`src/rtl/ivc_pkg.sv`:
```
package ivc_pkg;

   // Register offsets inside the low 256-byte window
   localparam logic [7:0] OFS_STATUS = 8'h00;
   localparam logic [7:0] OFS_PEND   = 8'h04;
   localparam logic [7:0] OFS_ENABLE = 8'h08;
   localparam logic [7:0] OFS_ACK    = 8'h0C;
   localparam logic [7:0] OFS_VNUM   = 8'h18;
   localparam logic [7:0] OFS_MASTER = 8'h1C;
   localparam logic [7:0] OFS_MODE   = 8'h20;

   // Bit positions inside the control register
   localparam int GATE_BIT = 0;
   localparam int HWEN_BIT = 1;

   typedef struct packed {
      logic status;
      logic pend;
      logic enable;
      logic ack;
      logic vnum;
      logic master;
      logic mode;
      logic bank;
   } ivc_hit_t;

endpackage

```
`src/rtl/ivc_edge_sync.sv`:
```
module ivc_edge_sync #(
   parameter int W         = 32,
   parameter bit LEVEL_TOP = 1'b1
) (
   input  logic         clk,
   input  logic         rst_n,
   input  logic [W-1:0] src_i,
   output logic [W-1:0] set_o
);

   logic [W-1:0] meta_q;
   logic [W-1:0] sync_q;

   always_ff @(posedge clk or negedge rst_n) begin
      if (!rst_n) begin
         meta_q <= '0;
         sync_q <= '0;
      end else begin
         meta_q <= src_i;
         sync_q <= meta_q;
      end
   end

   for (genvar i = 0; i < W; i++) begin : g_bit
      if (LEVEL_TOP && (i == W - 1)) begin : g_level
         // chained request: follow the synchronised level
         assign set_o[i] = sync_q[i];
      end else begin : g_edge
         logic hist_q;
         always_ff @(posedge clk or negedge rst_n) begin
            if (!rst_n) hist_q <= 1'b0;
            else        hist_q <= sync_q[i];
         end
         assign set_o[i] = sync_q[i] & ~hist_q;

         AST_EDGE_SINGLE: assert property (@(posedge clk) disable iff (!rst_n)
            set_o[i] |=> !set_o[i]);
      end
   end

endmodule

```
`src/rtl/ivc_prio_enc.sv`:
```
module ivc_prio_enc #(
   parameter int W     = 32,
   parameter int IDX_W = $clog2(W)
) (
   input  logic [W-1:0]     req_i,
   output logic             found_o,
   output logic [IDX_W-1:0] idx_o
);

   always_comb begin
      found_o = |req_i;
      idx_o   = '0;
      for (int i = W - 1; i >= 0; i--) begin
         if (req_i[i]) idx_o = IDX_W'(i);
      end
   end

endmodule

```
`src/rtl/ivc_vec_bank.sv`:
```
module ivc_vec_bank #(
   parameter int          DEPTH   = 32,
   parameter int          IDX_W   = $clog2(DEPTH),
   parameter int          DW      = 32,
   parameter int unsigned RST_VEC = 'h10
) (
   input  logic             clk,
   input  logic             rst_n,
   input  logic             wr_i,
   input  logic [IDX_W-1:0] wr_idx_i,
   input  logic [DW-1:0]    wdata_i,
   input  logic [IDX_W-1:0] rd_a_idx_i,
   output logic [DW-1:0]    rd_a_o,
   input  logic [IDX_W-1:0] rd_b_idx_i,
   output logic [DW-1:0]    rd_b_o
);

   logic [DW-1:0] slot_q [DEPTH];

   for (genvar e = 0; e < DEPTH; e++) begin : g_slot
      always_ff @(posedge clk or negedge rst_n) begin
         if (!rst_n)
            slot_q[e] <= DW'(RST_VEC);
         else if (wr_i && (wr_idx_i == IDX_W'(e)))
            slot_q[e] <= wdata_i;
      end
   end

   assign rd_a_o = slot_q[rd_a_idx_i];
   assign rd_b_o = slot_q[rd_b_idx_i];

endmodule

```
`src/rtl/irq_vector_ctrl.sv`:
```
module irq_vector_ctrl
   import ivc_pkg::*;
#(
   parameter int          NUM_SRC    = 32,
   parameter int          DATA_W     = 32,
   parameter int          ADDR_W     = 9,
   parameter bit          CASCADE_EN = 1'b1,
   parameter int unsigned RESET_VEC  = 'h10
) (
   input  logic              clk,
   input  logic              rst_n,
   input  logic              bus_wr,
   input  logic              bus_rd,
   input  logic [ADDR_W-1:0] bus_addr,
   input  logic [DATA_W-1:0] bus_wdata,
   input  logic [NUM_SRC-1:0] src_in,
   input  logic              vec_ack,
   output logic [DATA_W-1:0] bus_rdata,
   output logic              irq_out,
   output logic              vec_valid,
   output logic [DATA_W-1:0] vec_addr
);

   localparam int         IDX_W = $clog2(NUM_SRC);
   localparam logic [5:0] SLOTS = 6'(NUM_SRC);

   if (NUM_SRC < 2 || NUM_SRC > 32) begin : g_bad_src
      $error("NUM_SRC must lie in 2..32");
   end
   if (DATA_W < NUM_SRC) begin : g_bad_data
      $error("DATA_W must cover NUM_SRC");
   end
   if (ADDR_W < 9) begin : g_bad_addr
      $error("ADDR_W must reach the vector window");
   end

   // ---------------- address decode ----------------
   ivc_hit_t         hit;
   logic             lo_region;
   logic             bank_region;
   logic [5:0]       slot;
   logic [NUM_SRC-1:0] wdata_src;

   assign lo_region   = (bus_addr[ADDR_W-1:8] == '0);
   assign slot        = bus_addr[7:2];
   assign bank_region = (bus_addr[ADDR_W-1:8] == (ADDR_W-8)'(1)) &&
                        (bus_addr[1:0] == 2'b00) && (slot < SLOTS);
   assign wdata_src   = bus_wdata[NUM_SRC-1:0];

   always_comb begin
      hit = '0;
      if (lo_region) begin
         case (bus_addr[7:0])
            OFS_STATUS: hit.status = 1'b1;
            OFS_PEND:   hit.pend   = 1'b1;
            OFS_ENABLE: hit.enable = 1'b1;
            OFS_ACK:    hit.ack    = 1'b1;
            OFS_VNUM:   hit.vnum   = 1'b1;
            OFS_MASTER: hit.master = 1'b1;
            OFS_MODE:   hit.mode   = 1'b1;
            default:    ;
         endcase
      end
      hit.bank = bank_region;
   end

   // ---------------- source front end ----------------
   logic [NUM_SRC-1:0] edge_set;

   ivc_edge_sync #(
      .W         (NUM_SRC),
      .LEVEL_TOP (CASCADE_EN)
   ) u_sync (
      .clk   (clk),
      .rst_n (rst_n),
      .src_i (src_in),
      .set_o (edge_set)
   );

   // ---------------- state ----------------
   logic [NUM_SRC-1:0] status_q, enable_q, mode_q;
   logic               gate_q, hwen_q;
   logic               ack_pend_q;
   logic [IDX_W-1:0]   ack_idx_q;
   logic [NUM_SRC-1:0] set_vec, clr_vec, active;
   logic               win_found;
   logic [IDX_W-1:0]   win_idx;

   assign set_vec = hwen_q ? edge_set
                  : ((bus_wr && hit.status) ? wdata_src : '0);
   assign clr_vec = ((bus_wr && hit.ack) ? wdata_src : '0) |
                    (ack_pend_q ? (NUM_SRC'(1) << ack_idx_q) : '0);

   always_ff @(posedge clk or negedge rst_n) begin
      if (!rst_n) begin
         status_q   <= '0;
         enable_q   <= '0;
         mode_q     <= '0;
         gate_q     <= 1'b0;
         hwen_q     <= 1'b0;
         ack_pend_q <= 1'b0;
         ack_idx_q  <= '0;
      end else begin
         status_q <= (status_q & ~clr_vec) | set_vec;
         if (bus_wr && hit.enable) enable_q <= wdata_src;
         if (bus_wr && hit.mode)   mode_q   <= wdata_src;
         if (bus_wr && hit.master) begin
            gate_q <= bus_wdata[GATE_BIT];
            if (bus_wdata[HWEN_BIT]) hwen_q <= 1'b1;
         end
         ack_pend_q <= vec_ack && vec_valid;
         ack_idx_q  <= win_idx;
      end
   end

   // ---------------- arbitration and request ----------------
   assign active = status_q & enable_q;

   ivc_prio_enc #(
      .W     (NUM_SRC),
      .IDX_W (IDX_W)
   ) u_prio (
      .req_i   (active),
      .found_o (win_found),
      .idx_o   (win_idx)
   );

   assign irq_out = gate_q && (|active);

   // ---------------- vector bank ----------------
   logic [DATA_W-1:0] bank_bus_rd, bank_vec_rd;

   ivc_vec_bank #(
      .DEPTH   (NUM_SRC),
      .IDX_W   (IDX_W),
      .DW      (DATA_W),
      .RST_VEC (RESET_VEC)
   ) u_bank (
      .clk        (clk),
      .rst_n      (rst_n),
      .wr_i       (bus_wr && hit.bank),
      .wr_idx_i   (slot[IDX_W-1:0]),
      .wdata_i    (bus_wdata),
      .rd_a_idx_i (slot[IDX_W-1:0]),
      .rd_a_o     (bank_bus_rd),
      .rd_b_idx_i (win_idx),
      .rd_b_o     (bank_vec_rd)
   );

   assign vec_valid = irq_out && mode_q[win_idx];
   assign vec_addr  = vec_valid ? bank_vec_rd : '0;

   // ---------------- read path ----------------
   logic [DATA_W-1:0] rd_mux;

   always_comb begin
      rd_mux = '0;
      if (hit.status)      rd_mux = DATA_W'(status_q);
      else if (hit.pend)   rd_mux = DATA_W'(active);
      else if (hit.enable) rd_mux = DATA_W'(enable_q);
      else if (hit.vnum)   rd_mux = win_found ? DATA_W'(win_idx) : '1;
      else if (hit.master) rd_mux = DATA_W'({hwen_q, gate_q});
      else if (hit.mode)   rd_mux = DATA_W'(mode_q);
      else if (hit.bank)   rd_mux = bank_bus_rd;
   end

   assign bus_rdata = bus_rd ? rd_mux : '0;

   // ---------------- assertions ----------------
   AST_HWEN_STICKY: assert property (@(posedge clk) disable iff (!rst_n)
      $past(hwen_q) |-> hwen_q);

   AST_SIM_LOCK: assert property (@(posedge clk) disable iff (!rst_n)
      (!hwen_q && !(bus_wr && hit.status)) |=> ((status_q & ~$past(status_q)) == '0));

   AST_ACK_CLEARS: assert property (@(posedge clk) disable iff (!rst_n)
      (bus_wr && hit.ack) |=> ((status_q & $past(wdata_src) & ~$past(set_vec)) == '0));

   AST_IRQ_HAS_WINNER: assert property (@(posedge clk) disable iff (!rst_n)
      irq_out |-> (win_found && active[win_idx]));

   AST_WINNER_LOWEST: assert property (@(posedge clk) disable iff (!rst_n)
      win_found |-> ((active & ((NUM_SRC'(1) << win_idx) - NUM_SRC'(1))) == '0));

   AST_AUTO_CLEAR: assert property (@(posedge clk) disable iff (!rst_n)
      (ack_pend_q && !set_vec[ack_idx_q]) |=> !status_q[$past(ack_idx_q)]);

endmodule

```
`config.mk`:
```
export PLATFORM = sky130hd
export DESIGN_NAME = irq_vector_ctrl
export DESIGN_NICKNAME = d
export VERILOG_FILES = /design/src/rtl/ivc_pkg.sv /design/src/rtl/ivc_edge_sync.sv /design/src/rtl/ivc_prio_enc.sv /design/src/rtl/ivc_vec_bank.sv /design/src/rtl/irq_vector_ctrl.sv
export SDC_FILE = /design/constraint.sdc
export NUM_CORES = 2
export LEC_CHECK = 0
export BUFFER_PORTS_ARGS = -buffer_cell sky130_fd_sc_hd__clkbuf_2
export CAP_MARGIN = 10
export CORE_MARGIN = 3
export CORE_UTILIZATION = 55
export CTS_CLUSTER_DIAMETER = 40
export DETAILED_ROUTE_END_ITERATION = 7
export PLACE_DENSITY = 0.76
export SETUP_SLACK_MARGIN = 0.02
export SLEW_MARGIN = 20
export SYNTH_ARGS = -nofsm -noshare
export SYNTH_HDL_FRONTEND = slang
export SYNTH_SLANG_ARGS = --single-unit
```
`constraint.sdc`:
```
create_clock -name clk -period 5.2 [get_ports clk]
set_clock_uncertainty 0.05 [all_clocks]
set_input_delay 0.78 -clock clk [delete_from_list [all_inputs] [get_ports clk]]
set_output_delay 0.78 -clock clk [all_outputs]
set_load 0.01 [all_outputs]
```
==> impl_metrics.py <==
metrics = {
    "outcome": {
        "outcome": "complete, but fails checks",
        "violations": "DRC, hold timing, setup timing",
    },
    "synth": {
        "ys.flop_type": "dfrtp_1",
        "syn_nets": 4962,
        "ys_types": 66,
        "async_flop_share_pct": 100,
        "synth_warnings": 0,
        "synth_area_per_cell_um2": 13.2,
        "synth_edf_count": 0,
        "yosysSeqAreaShare_pct": 47.5,
        "netlist_instances": 4884,
        "synth_area_um2": 64500,
        "ys_seq_elements": 1223,
    },
    "sta": {
        "holdWs_ns": -0.0247,
        "worst_slew_pin_slew_ns": 1.08,
        "setup_violations": 32,
        "timing.final.crit_share_pct": 104,
        "fin_crit_ns": 5.39,
        "final.setup.worst_slack_ns": -0.195,
        "finalMaxSlewViolations": 0,
        "rsz0062_at_grt": "yes",
        "fmax_mhz": 185,
        "tns_ns": -3.67,
        "slew_headroom_pct": 28.1,
        "final_hold_viol_count": 4,
    },
    "hold_path": {
        "hold_path_class": "in2async",
    },
    "detailed_routing": {
        "drc": 14,
        "ant_nets": 0,
        "wl_per_cell_um": 35.4,
        "num_vias": 49976,
        "viasPerCell": 7.53,
        "drtPass1Iterations": 8,
        "wirelength_um": 235000,
        "drtIter0Drc": 7571,
    },
    "global_routing": {
        "grt_usage_pct": 38.2,
        "grt_pass1_wl_um": 342000,
        "antenna_found_initial": 8,
        "grt_overflow": 0,
        "grt_pass1_vias": 50337,
        "grt_max_degree": 133,
    },
    "die": {
        "chipWidth_um": 348,
        "die_h_um": 348,
        "die_area_um2": 121000,
        "start_util_pct": 55.9,
        "core_um2": 115000,
        "pin_count": 144,
        "rows": 124,
    },
    "critical_path": {
        "r2r-end": "ack_pend_q",
        "cp.required_ns": 4.37,
        "rrSetupSlack_ns": 1.13,
        "crit_arrival_ns": 4.56,
        "cp_max_fo": 7,
        "reg2reg_from": "status_q[22]",
        "crit_type": "reg2out",
        "worstSetupStartpointType": "flop",
        "critPathCaptureType": "output pin",
        "reg2regPathDepth": 14,
    },
    "finish": {
        "fin_nets": 5064,
        "final_common_cell": "mux2_2",
        "seq_area_um2": 30600,
        "final_cell_mix": "mux2_2, dfrtp_1, mux4_2",
        "area_growth_pct": 17.3,
        "multi_input_area_um2": 32600,
        "num-fill-cells": 8063,
        "drive_gt1_share_pct": 49.4,
    },
    "clock_tree": {
        "cts_sinks": 1223,
        "worstSkewPairLatency_ns": 0.81,
        "cts_tree": "done",
        "cts.clk_slew.worst_paths_ns": 0.06,
        "root_buffer": "clkbuf_16",
        "cts-htree-levels": 4,
        "clockBufferDepth": 3,
        "numCtsBuffers": 159,
    },
    "placement": {
        "hpwl_um": 135000,
        "place_ws_ns": 0.158,
        "io_buffers": 143,
        "gp_congestion": 0.975,
    },
    "pwr": {
        "p_per_area_nw_per_um2": 350,
        "ir_drop_mv": 0.399,
        "p_leak_nw": 34.4,
        "p_total_w": 0.0265,
    },
    "job": {
        "max_cap_violations": 0,
    },
}
[sequential cells by signal, summed over array words and instances (netlist names), 5 cells and up]
register and flops:
u_sync.meta_q 32, ack_idx_q 5, u_sync.sync_q 32, enable_q 32
u_bank.slot_q 1024, mode_q 32, status_q 32, u_sync.g_bit.g_edge.hist_q 31
[repair_timing]
action	4_1_cts	5_1_grt
pin swaps	48	51
buffers inserted	72	28
hold buffers	0	0
resized for setup	157	92
endpoints found under the setup margin	33	34
gates cloned	15	4
hold endpoints to repair	0	0
[worst max-delay path, cell delays in order, from the launching register on]
cell	delay, ns
dfrtp_1	0.42
a222oi_1	0.48
o21ai_2	0.17
buf_4	0.18
o2111ai_4	0.29
nand3_4	0.12
buf_12	0.17
buf_8	0.13
mux2i_4	0.19
a2111oi_4	0.41
o311ai_4	0.14
buf_12	0.19
buf_4	0.14
a2111oi_4	0.48
buf_2	0.23
[power breakdown]
part | switching [W] | leakage (nW) | total [W] | internal [W]
registers | 0.000238 | 16.5 | 0.0101 | 0.00981
clock network | 0.00456 | 2.57 | 0.0110 | 0.00643
logic | 0.00344 | 15.3 | 0.00542 | 0.00197
[Yosys cell counts (96+ instances only)]
cell type / count / share of area [%]
nand4_1: 96 / 0.93
and2_1: 97 / 0.94
mux4_2: 320 / 11
buf_1: 101 / 0.59
a2111oi_0: 98 / 1.3
dfrtp_1: 1191 / 46
mux2_2: 1248 / 22
a21oi_1: 198 / 1.5
nand2_1: 263 / 1.5
a221oi_1: 163 / 2.2
clkbuf_1: 375 / 2.2
o21ai_0: 98 / 0.76
[worst max path at each step]
stage,startpoint,to,slack [ns]
after CTS,enable_q[18],vec_addr[31],-0.03
after global placement,bus_addr[2],bus_rdata[16],0.15
after global routing,status_q[18],vec_addr[28],-0.27
after floorplan,bus_addr[2],bus_rdata[4],0.90
final,status_q[18],vec_addr[3],-0.19
after detailed placement,bus_addr[2],bus_rdata[16],0.16
[layout make-up]
class                   count  area share [%]
diodes                      6          0.0199
clock buffers             206            5.82
clock inverters            89            1.19
inverters                   7          0.0827
multi-input cells        3100            43.2
flip-flops and latches   1223            40.5
well taps                1512            2.50
repair buffers            493            6.69
repair inverters            2          0.0232
[metal layers]
metal	part of all wire (%)	global-route usage [%]	vias to the layer above	routed length, µm
met1	35	48.9	25693	83200
met3	14	14.7	1063	33400
met5	0.030	0.196	-	71
met2	43	54.5	4035	102000
li1	-	-	19177	-
met4	7.0	24.6	8	16500
[per-stage QoR]
| step | area [µm²] | cells | util, % |
|---|---|---|---|
| after CTS | 75100 | 6603 | 65.1 |
| after global routing | 75600 | 6632 | 65.6 |
| after global placement | 67900 | 6222 | 58.9 |
| after detailed placement | 67900 | 6222 | 58.9 |
| after floorplan | 64500 | 4884 | - |
| final | 75600 | 6638 | 65.6 |
[cells by family (layout without fill, tap and decap cells)]
group / Yosys count / after routing / synth area share [%]
AO/OA/AOI/OAI: 910 / 911 / 10.9
other: 0 / 6 / 0
flip-flops: 1223 / 1223 / 47.5
buffers and inverters: 563 / 797 / 3.50
multiplexers: 1603 / 1603 / 33.5
AND/OR/NAND/NOR: 585 / 586 / 4.53
Power figures use the tool's default switching activity.
